--- config.mk ---
export PLATFORM = sky130hd
export DESIGN_NAME = link_cell_framer
export DESIGN_NICKNAME = d
export VERILOG_FILES = /design/src/rtl/lcf_pkg.sv /design/src/rtl/lcf_arbiter.sv /design/src/rtl/lcf_offset_table.sv /design/src/rtl/lcf_hdr_sel.sv /design/src/rtl/link_cell_framer.sv
export SDC_FILE = /design/constraint.sdc
export NUM_CORES = 2
export LEC_CHECK = 0
export ABC_CLOCK_PERIOD_IN_PS = 5800
export BUFFER_PORTS_ARGS = -buffer_cell sky130_fd_sc_hd__clkbuf_2
export CAP_MARGIN = 20
export CORE_ASPECT_RATIO = 0.9
export CORE_MARGIN = 5
export CORE_UTILIZATION = 60
export DETAILED_ROUTE_END_ITERATION = 6
export PLACE_DENSITY = 0.8
export SYNTH_ARGS = -nofsm -noshare
export SYNTH_HDL_FRONTEND = slang
export SYNTH_SLANG_ARGS = --single-unit
export TNS_END_PERCENT = 30
--- constraint.sdc ---
create_clock -name clk -period 5.8 [get_ports clk]
set_clock_uncertainty 0.05 [all_clocks]
set_input_delay 0.29 -clock clk [delete_from_list [all_inputs] [get_ports clk]]
set_output_delay 0.29 -clock clk [all_outputs]
set_load 0.05 [all_outputs]
--- src/rtl/lcf_pkg.sv ---
package lcf_pkg;
  localparam int WORD_W = 16;
  localparam int DEST_W = 4;
  localparam int NDEST  = 1 << DEST_W;

  typedef enum logic [1:0] {
    CT_PAT = 2'd0,
    CT_RT  = 2'd1,
    CT_NRT = 2'd2,
    CT_NOP = 2'd3
  } cell_type_e;

  // command word: dest | first | last | type | init write enable | zeros
  function automatic logic [WORD_W-1:0] pack_cmd(
    input logic [DEST_W-1:0] dest,
    input logic              first,
    input logic              last,
    input cell_type_e        ct,
    input logic              init_we
  );
    return {dest, first, last, ct, init_we, 7'd0};
  endfunction

  // cumulative chunk count: restarts on a first cell
  function automatic logic [WORD_W-1:0] next_offset(
    input logic              first,
    input logic [WORD_W-1:0] prev,
    input logic [WORD_W-1:0] chunks
  );
    return first ? chunks : prev + chunks;
  endfunction
endpackage

--- src/rtl/lcf_arbiter.sv ---
module lcf_arbiter
  import lcf_pkg::*;
(
  input  logic              pat_req,
  input  logic              rt_req,
  input  logic [DEST_W-1:0] rt_dest,
  input  logic              nrt_req,
  input  logic [DEST_W-1:0] nrt_dest,
  input  logic [NDEST-1:0]  peer_rt_avail,
  input  logic [NDEST-1:0]  peer_nrt_avail,
  output logic              rt_ok,
  output logic              nrt_ok,
  output cell_type_e        pick
);
  assign rt_ok  = rt_req  && peer_rt_avail[rt_dest];
  assign nrt_ok = nrt_req && peer_nrt_avail[nrt_dest];

  always_comb begin
    if (pat_req)     pick = CT_PAT;
    else if (rt_ok)  pick = CT_RT;
    else if (nrt_ok) pick = CT_NRT;
    else             pick = CT_NOP;
  end
endmodule

--- src/rtl/lcf_offset_table.sv ---
module lcf_offset_table
  import lcf_pkg::*;
#(
  parameter int CHK_W = 3
) (
  input  logic              clk,
  input  logic              rst_n,
  input  logic              upd,
  input  logic [DEST_W-1:0] dest,
  input  logic              first,
  input  logic [CHK_W-1:0]  chunks,
  output logic [WORD_W-1:0] off_next
);
  logic [WORD_W-1:0] tab_q [NDEST];

  assign off_next = next_offset(first, tab_q[dest], WORD_W'(chunks));

  always_ff @(posedge clk) begin
    if (!rst_n) begin
      for (int i = 0; i < NDEST; i++) tab_q[i] <= '0;
    end else if (upd) begin
      tab_q[dest] <= off_next;
    end
  end
endmodule

--- src/rtl/lcf_hdr_sel.sv ---
module lcf_hdr_sel
  import lcf_pkg::*;
#(
  parameter int NWORDS = 16,
  localparam int HB_W  = $clog2(NWORDS * 2)
) (
  input  logic [NWORDS*WORD_W-1:0] words,
  input  logic [HB_W-1:0]          bsel,
  output logic [7:0]               hbyte
);
  logic [HB_W-2:0]   wsel;
  logic [WORD_W-1:0] word;

  assign wsel  = bsel[HB_W-1:1];
  assign word  = words[wsel*WORD_W +: WORD_W];
  assign hbyte = bsel[0] ? word[7:0] : word[15:8];
endmodule

--- src/rtl/link_cell_framer.sv ---
module link_cell_framer
  import lcf_pkg::*;
#(
  parameter int NCNT        = 6,
  parameter int PAY_BYTES   = 320,
  parameter int ECC_BYTES   = 256,
  parameter int CHUNK_BYTES = 64,
  localparam int PAY_CHUNKS = PAY_BYTES / CHUNK_BYTES,
  localparam int CHK_W      = $clog2(PAY_CHUNKS + 1)
) (
  input  logic                   clk,
  input  logic                   rst_n,
  input  logic                   pat_req,
  output logic                   pat_gnt,
  output logic                   pat_rd,
  input  logic [7:0]             pat_data,
  input  logic                   rt_req,
  input  logic [DEST_W-1:0]      rt_dest,
  input  logic                   rt_first,
  input  logic                   rt_last,
  input  logic [CHK_W-1:0]       rt_chunks,
  output logic                   rt_gnt,
  output logic                   rt_rd,
  input  logic [7:0]             rt_data,
  input  logic                   nrt_req,
  input  logic [DEST_W-1:0]      nrt_dest,
  input  logic                   nrt_first,
  input  logic                   nrt_last,
  input  logic [CHK_W-1:0]       nrt_chunks,
  output logic                   nrt_gnt,
  output logic                   nrt_rd,
  input  logic [7:0]             nrt_data,
  input  logic [NDEST-1:0]       peer_rt_avail,
  input  logic [NDEST-1:0]       peer_nrt_avail,
  input  logic                   init_req,
  input  logic [2*WORD_W-1:0]    init_data,
  output logic                   init_ack,
  input  logic [WORD_W-1:0]      loc_nrt_free,
  input  logic [WORD_W-1:0]      loc_rt_free,
  input  logic [WORD_W-1:0]      loc_nrt_full,
  input  logic [WORD_W-1:0]      loc_rt_full,
  input  logic [WORD_W-1:0]      rx_next_seq,
  input  logic [NCNT*WORD_W-1:0] err_cnts,
  output logic [7:0]             out_byte,
  output logic                   out_sof
);
  localparam int HDR_WORDS  = 10 + NCNT;
  localparam int HDR_BYTES  = 2 * HDR_WORDS;
  localparam int CELL_BYTES = HDR_BYTES + PAY_BYTES + ECC_BYTES;
  localparam int IDX_W      = $clog2(CELL_BYTES);
  localparam int HB_W       = $clog2(HDR_BYTES);

  // ---------------- position within the cell ----------------
  logic [IDX_W-1:0] idx_q;
  logic             cell_start;
  logic             in_hdr;
  logic             in_pay;
  logic [IDX_W-1:0] pay_pos;

  assign cell_start = (idx_q == '0);
  assign in_hdr     = idx_q < IDX_W'(HDR_BYTES);
  assign in_pay     = !in_hdr && (idx_q < IDX_W'(HDR_BYTES + PAY_BYTES));
  assign pay_pos    = idx_q - IDX_W'(HDR_BYTES);

  always_ff @(posedge clk) begin
    if (!rst_n)                                idx_q <= '0;
    else if (idx_q == IDX_W'(CELL_BYTES - 1)) idx_q <= '0;
    else                                       idx_q <= idx_q + 1'b1;
  end

  // ---------------- source selection ----------------
  cell_type_e pick;
  logic       rt_ok;
  logic       nrt_ok;

  lcf_arbiter u_arb (
    .pat_req        (pat_req),
    .rt_req         (rt_req),
    .rt_dest        (rt_dest),
    .nrt_req        (nrt_req),
    .nrt_dest       (nrt_dest),
    .peer_rt_avail  (peer_rt_avail),
    .peer_nrt_avail (peer_nrt_avail),
    .rt_ok          (rt_ok),
    .nrt_ok         (nrt_ok),
    .pick           (pick)
  );

  assign pat_gnt  = cell_start && (pick == CT_PAT);
  assign rt_gnt   = cell_start && (pick == CT_RT);
  assign nrt_gnt  = cell_start && (pick == CT_NRT);
  assign init_ack = cell_start && init_req;

  function automatic logic [CHK_W-1:0] clamp_chunks(input logic [CHK_W-1:0] c);
    return (c > CHK_W'(PAY_CHUNKS)) ? CHK_W'(PAY_CHUNKS) : c;
  endfunction

  // ---------------- per-class offset tables ----------------
  logic              tab_upd    [2];
  logic [DEST_W-1:0] tab_dest   [2];
  logic              tab_first  [2];
  logic [CHK_W-1:0]  tab_chunks [2];
  logic [WORD_W-1:0] tab_off    [2];

  assign tab_upd[0]    = rt_gnt;
  assign tab_dest[0]   = rt_dest;
  assign tab_first[0]  = rt_first;
  assign tab_chunks[0] = clamp_chunks(rt_chunks);
  assign tab_upd[1]    = nrt_gnt;
  assign tab_dest[1]   = nrt_dest;
  assign tab_first[1]  = nrt_first;
  assign tab_chunks[1] = clamp_chunks(nrt_chunks);

  generate
    for (genvar g = 0; g < 2; g++) begin : g_class
      lcf_offset_table #(.CHK_W(CHK_W)) u_tab (
        .clk      (clk),
        .rst_n    (rst_n),
        .upd      (tab_upd[g]),
        .dest     (tab_dest[g]),
        .first    (tab_first[g]),
        .chunks   (tab_chunks[g]),
        .off_next (tab_off[g])
      );
    end
  endgenerate

  // ---------------- header fields at cell start ----------------
  logic [DEST_W-1:0] live_dest;
  logic              live_first;
  logic              live_last;
  logic [WORD_W-1:0] live_off;
  logic [CHK_W-1:0]  live_chunks;

  always_comb begin
    live_dest   = '0;
    live_first  = 1'b0;
    live_last   = 1'b0;
    live_off    = '0;
    live_chunks = '0;
    case (pick)
      CT_PAT: begin
        live_first  = 1'b1;
        live_last   = 1'b1;
        live_off    = WORD_W'(PAY_CHUNKS);
        live_chunks = CHK_W'(PAY_CHUNKS);
      end
      CT_RT: begin
        live_dest   = rt_dest;
        live_first  = rt_first;
        live_last   = rt_last;
        live_off    = tab_off[0];
        live_chunks = tab_chunks[0];
      end
      CT_NRT: begin
        live_dest   = nrt_dest;
        live_first  = nrt_first;
        live_last   = nrt_last;
        live_off    = tab_off[1];
        live_chunks = tab_chunks[1];
      end
      default: ;
    endcase
  end

  logic [WORD_W-1:0]           tx_seq_q;
  logic [WORD_W-1:0]           cmd_word;
  logic [2*WORD_W-1:0]         init_word;
  logic [HDR_WORDS*WORD_W-1:0] live_words;
  logic [HDR_WORDS*WORD_W-1:0] hdr_q;
  logic [HDR_WORDS*WORD_W-1:0] hdr_src;

  assign cmd_word  = pack_cmd(live_dest, live_first, live_last, pick, init_req);
  assign init_word = init_req ? init_data : '0;

  // word 0 sits in the least significant bits
  assign live_words = {err_cnts, rx_next_seq, tx_seq_q,
                       loc_rt_full, loc_nrt_full, loc_rt_free, loc_nrt_free,
                       init_word[WORD_W-1:0], init_word[2*WORD_W-1:WORD_W],
                       live_off, cmd_word};

  assign hdr_src = cell_start ? live_words : hdr_q;

  cell_type_e       sel_q;
  logic [CHK_W-1:0] used_q;

  always_ff @(posedge clk) begin
    if (!rst_n) begin
      hdr_q    <= '0;
      sel_q    <= CT_NOP;
      used_q   <= '0;
      tx_seq_q <= '0;
    end else if (cell_start) begin
      hdr_q    <= live_words;
      sel_q    <= pick;
      used_q   <= live_chunks;
      tx_seq_q <= tx_seq_q + 1'b1;
    end
  end

  // ---------------- byte selection ----------------
  logic [7:0]       hdr_byte;
  logic [IDX_W-1:0] used_bytes;
  logic             pay_live;
  logic [7:0]       pay_byte;
  logic [7:0]       next_byte;

  lcf_hdr_sel #(.NWORDS(HDR_WORDS)) u_hsel (
    .words (hdr_src),
    .bsel  (idx_q[HB_W-1:0]),
    .hbyte (hdr_byte)
  );

  assign used_bytes = IDX_W'(used_q) * IDX_W'(CHUNK_BYTES);
  assign pay_live   = in_pay && (pay_pos < used_bytes);
  assign pat_rd     = pay_live && (sel_q == CT_PAT);
  assign rt_rd      = pay_live && (sel_q == CT_RT);
  assign nrt_rd     = pay_live && (sel_q == CT_NRT);

  always_comb begin
    case (sel_q)
      CT_PAT:  pay_byte = pat_data;
      CT_RT:   pay_byte = rt_data;
      CT_NRT:  pay_byte = nrt_data;
      default: pay_byte = 8'h00;
    endcase
    if (in_hdr)        next_byte = hdr_byte;
    else if (pay_live) next_byte = pay_byte;
    else               next_byte = 8'h00;
  end

  always_ff @(posedge clk) begin
    if (!rst_n) begin
      out_byte <= 8'h00;
      out_sof  <= 1'b0;
    end else begin
      out_byte <= next_byte;
      out_sof  <= cell_start;
    end
  end
endmodule

Word level (Yosys, flattened, before mapping)
Memories as Yosys holds them, arrays and structs flattened. Index checks and enable logic that the tools add are counted.

Add/sub/neg operators: 5. Order comparisons: 7. Equal/unequal tests: 5. Shift operators: 1. Multiplexer cells: 35. Bitwise logic cells: 1. Reduce and logical (&&, ||, !) cells: 18.

Operator list (number): $mux 256 (1); $shiftx 256x9->16 (1); $mux 16 (4); $pmux 16 s3 (1); $add 16x3->16 (2); $mux 32 (1); $reduce_or 16->1 (2); $mux 8 (3); $pmux 8 s3 (1); $add 16x1->16 const B (1); $mux 1 (12); $logic_and 1x1->1 (11); $add 10x1->10 const B (1); $eq 10x10->1 const B (1); $logic_not 10->1 (1); $lt 10x6->1 const B (1); $lt 10x9->1 (1); $lt 10x9->1 const B (1); $lt 4x5->1 const B (2); $sub 10x6->10 const B (1); $pmux 3 s3 (1); $bmux 1 s4 (2); $mux 4 (2); $pmux 4 s2 (1); 10 further kinds (17).

Register bits: 296. Bits in writable memories: 512. Input port bits: 288. Logic and storage cells: 81. Memories kept: 2.

Memory list: g_class[0].u_tab.tab_q (depth 16, bits a word 16, read ports 1, clocked after Yosys merged registers in 0, write ports 16, RTL line lcf_offset_table.sv:14) `logic [WORD_W-1:0] tab_q [NDEST];`; g_class[1].u_tab.tab_q (depth 16, bits a word 16, read ports 1, clocked after Yosys merged registers in 0, write ports 16, RTL line lcf_offset_table.sv:14).

Longest topological paths before layout
Depth after elaboration: 13. Gate-level depth with buffers: 20. Mapped depth without buffers: 13.

Hierarchy
Synthesis repeated with hierarchy kept, for this count alone.

Cell total of the unflattened synthesis: 3001. Area total of the unflattened synthesis: 38261.7 um2.

By module, submodules not included: link_cell_framer (times used 1, cells an instance 1214, area each 12293.0 um2, sequential area each 5925.7 um2); lcf_offset_table at g_class[1].u_tab (times used 1, cells an instance 821, area each 11892.7 um2, sequential area each 7687.4 um2); lcf_offset_table at g_class[0].u_tab (times used 1, cells an instance 823, area each 11756.3 um2, sequential area each 7687.4 um2); lcf_hdr_sel (times used 1, cells an instance 107, area each 1994.4 um2, sequential area each 0.0 um2); lcf_arbiter (times used 1, cells an instance 36, area each 325.3 um2, sequential area each 0.0 um2).

Worst setup path after synthesis
No wires, ideal clock.

Path type: flip-flop to output port. Start point: register idx_q[1]. End point: output port rt_gnt. Arrival time: 4.319 ns. Data required time: 5.460 ns. Path slack: 1.141 ns. Stages on the path, launching flop included: 13. Path through: dfxtp_1 -> inv_2 -> buf_1 -> clkbuf_1 -> clkbuf_1 -> ha_1 -> nand4_1 -> buf_2 -> buf_1 -> clkbuf_1 -> clkbuf_1 -> clkbuf_1 -> nor3_1.

Longest elaborated chain between the ends: 2.

Ends and longest elaborated chain: start, declared (RTL line link_cell_framer.sv:54) `logic [IDX_W-1:0] idx_q;`; start signal, assigned (RTL line link_cell_framer.sv:68) `else idx_q <= idx_q + 1'b1;`; $logic_not 10->1 (RTL line link_cell_framer.sv:60) `assign cell_start = (idx_q == '0);`; $logic_and 1x1->1 (RTL line link_cell_framer.sv:90) `assign rt_gnt = cell_start && (pick == CT_RT);`; end, declared (RTL line link_cell_framer.sv:22) `output logic rt_gnt,`.

No other way between the ends.

Final worst setup path
Start point: register idx_q[4]. End point: register out_byte[5].

Longest elaborated chain between the ends: 6. Elaborated cells between the ends (all ways): 13.

Ends and longest elaborated chain: parallel branches: the longest is 5 deep, another holds $sub 10x6->10; $mux 8 * (RTL line link_cell_framer.sv:227) `if (in_hdr) next_byte = hdr_byte;`; end signal, assigned (RTL line link_cell_framer.sv:237) `out_byte <= next_byte;`; end, declared (RTL line link_cell_framer.sv:44) `output logic [7:0] out_byte,`.

Every way passes the cells marked *. A chain may end at the register's enable or synchronous reset.

==> impl_results.md <==
* RSZ-0062 raised after global routing: no
* Area delta synth->final at 16.1%
* # hold bufs at CTS at 191
* Grt ovf at 0
* Vias in the first global route at 28400
* Max-capacitance violation count at 0
* H-tree depth at 3
* Slew @ Worst Pin at 1.11 ns
* Post-Syn Nets at 3367
* Drt pass-1 iters at 7
* Reg clk slew, reported paths at 0.06 ns
* Power, Total at 13.6 mW
* Die height at 246 um
* First-pass GRT wire length at 173 mm
* Synth warnings at 0
* EDFF count, synth at 512
* Avg Inst Size Synth at 12.2 um^2
* Root buffer cell: clkbuf_16
* Status: finished with violations
* Setup TNS at 0 ns
* # clock sinks at 808
* Final Hold Fails at 0
* Share of cells above drive strength 1 at 0.207
* Port Buf Inserts at 303
* Die width at 273 um
* Sequential-to-total area share from yosys stat at 0.572
* GR Util All Layers at 0.337
* Slew margin rel. at 0.260
* Routed length per instance at 26.9 um
* Worst-case vdd ir drop at 0.000247 V
* Initial antenna violation count at 5
* Post-CTS setup buffer count at 0
* Die ar. at 67100 um^2
* Top FF cell, synth: edfxtp_1
* Min-Delay Path Class: input port to flop
* Min Tclk post-route at 4.70 ns
* Setup CP Type: flop to flop
* Final Hold Slack at 0.0271 ns
* Synth Instances at 3064
* Core area at 61300 um^2
* Drt first-iter violations at 3728
* Asr flop ratio synth at 0
* CTS tree: done
* Failing checks: DRC
* Fin. max-slew vios at 0
* Worst path arrival time at 5.10 ns
* Post-synthesis cell area at 37200 um^2
* DP HPWL at 71.9 mm
* Latest clock arrival within the worst-skew pair at 0.63 ns
* Largest net degree at the start of global routing at 156
* Via count at 28200
* Netlist cell types at 100
* Routed vias/inst at 6.57
* Total Nets Final at 3737
* CP endpoint kind: flop
* CTS max path bufs at 3
* Initial core utilization at 0.607
* LEAKAGE at 16.7 nW
* Non-filler cells, final at 4293
* Final setup violation count at 0
* #FFs+latches synth at 808
* Number of gates resized after cts at 0
* Fill cells at 3832
* # DRC at 2
* Fmax at 213 MHz
* CTS buffer count at 80
* Req. time, crit path at 6.20 ns
* Row count at 86
* Placed cell count at 3953
* Pwr/cell area at 314 nW/um^2
* Post-route ant nets at 0
* Drt total wl at 115 mm
* Crit path launch type: flop
* Tcrit/Tclk final at 0.811
* Final RePlAce weighted congestion at 0.914
* IO Pins at 304
* Crit-path max FO at 52
[final timing paths]
kind | from | endpoint | slack, ns | cells after the start
min | init_data[24] | hdr_q[40] | 0.03 | 4
max reg2reg | idx_q[4] | out_byte[5] | 1.10 | 8
min reg2reg | hdr_q[182] | hdr_q[182] | 0.40 | 2
max | idx_q[4] | out_byte[5] | 1.10 | 8
[metrics by stage]
stage                util  cell area [um^2]  worst slack, ns
finish              0.705             43200             1.10
floorplan               -             37200             1.14
CTS                 0.705             43200             1.28
global placement    0.632             38700            0.978
global route        0.705             43200            0.998
detailed placement  0.632             38800             1.03
[Yosys cell counts (12+ instances only)]
cell      instances  area [um^2]
dfxtp_1         296         5930
inv_1            27          101
mux2i_1         202         2020
xnor2_1          21          184
a21oi_1         102          510
o21ai_0          34          170
buf_4            32          240
mux4_2          166         3740
nor3_1           22          110
o22ai_1          20          125
a22oi_1          30          225
nand3_1          38          190
buf_1            12         45.0
ha_1             13          163
a31oi_1          13         81.3
nand2_2          19          119
edfxtp_1        512        15400
nor2_1          793         2980
nand4_1          13         81.3
and3_1           38          238
xor2_1           23          201
or2_2            14         87.6
clkbuf_1        124          465
buf_2            62          310
nand2_1         177          664
buf_6            17          191
and2_1           14         87.6
mux4_1           28          736
[layout by cell type, fill, tap and decap left out, types with 28 or more instances in the layout]
| master | Yosys | routed |
|---|---|---|
| nor2_1 | 793 | 793 |
| edfxtp_1 | 512 | 512 |
| clkbuf_2 | 0 | 299 |
| dfxtp_1 | 296 | 295 |
| mux2i_1 | 202 | 202 |
| dlygate4sd3_1 | 1 | 191 |
| nand2_1 | 177 | 177 |
| mux4_2 | 166 | 166 |
| a21oi_1 | 102 | 102 |
| clkbuf_16 | 0 | 83 |
| buf_4 | 32 | 52 |
| nand3_1 | 38 | 38 |
| and3_1 | 38 | 38 |
| o21ai_0 | 34 | 33 |
| a22oi_1 | 30 | 30 |
| mux4_1 | 28 | 28 |
[power by group]
group	internal, mW	total, mW	switching [mW]
Combinational	0.765	1.98	1.22
Sequential	6.37	6.48	0.108
Clock	2.89	5.12	2.23
Total	10.0	13.6	3.56
[layer usage]
| layer | GRT usage | vias up | part of all wire |
|---|---|---|---|
| met5 | 0 | - | 0 |
| met2 | 0.540 | 2123 | 0.47 |
| li1 | - | 11800 | - |
| met3 | 0.0937 | 427 | 0.12 |
| met4 | 0.162 | 0 | 0.059 |
| met1 | 0.429 | 13800 | 0.35 |
[registers in the layout, indices dropped and copies added, names as in the netlist]
register / flops
idx_q: 10
tx_seq_q: 16
hdr_q: 256
g_class.u_tab.tab_q: 512
out_sof: 1
sel_q: 2
out_byte: 8
used_q: 3
[worst max-delay path, stage by stage (launching register included)]
cell and delay [ns]:
dfxtp_1 0.50, nor3_1 0.50, and4_4 0.66, buf_4 0.78
mux2i_1 0.34, mux4_2 0.31, o22ai_1 0.16, a2111oi_0 0.91
a32oi_1 0.28
[logic make-up (layout without fill, tap and decap cells)]
family / count (synthesis) / in the layout / share of synthesized area
flip-flops: 808 / 808 / 0.572
other: 0 / 4 / 0
adder cells (fa/ha/maj): 15 / 15 / 0.00544
AND/OR/NAND/NOR: 1203 / 1203 / 0.140
XOR/XNOR: 44 / 44 / 0.0104
buffers and inverters: 288 / 721 / 0.0410
multiplexers: 402 / 402 / 0.176
AO/OA/AOI/OAI: 304 / 304 / 0.0552
[final cells by class]
class                           instances  area [um^2]  share of cell area
Antenna cell                            4         10.0            0.000232
Clock buffer                          115         2330              0.0538
Clock inverter                         30          224             0.00518
Inverter                               30          120             0.00278
Multi-Input combinational cell       1968        14400               0.333
Sequential cell                       808        21300               0.493
Tap cell                              792          991              0.0229
Timing Repair Buffer                  546         3850              0.0890
No activity file was read; power rests on OpenSTA's default activity.
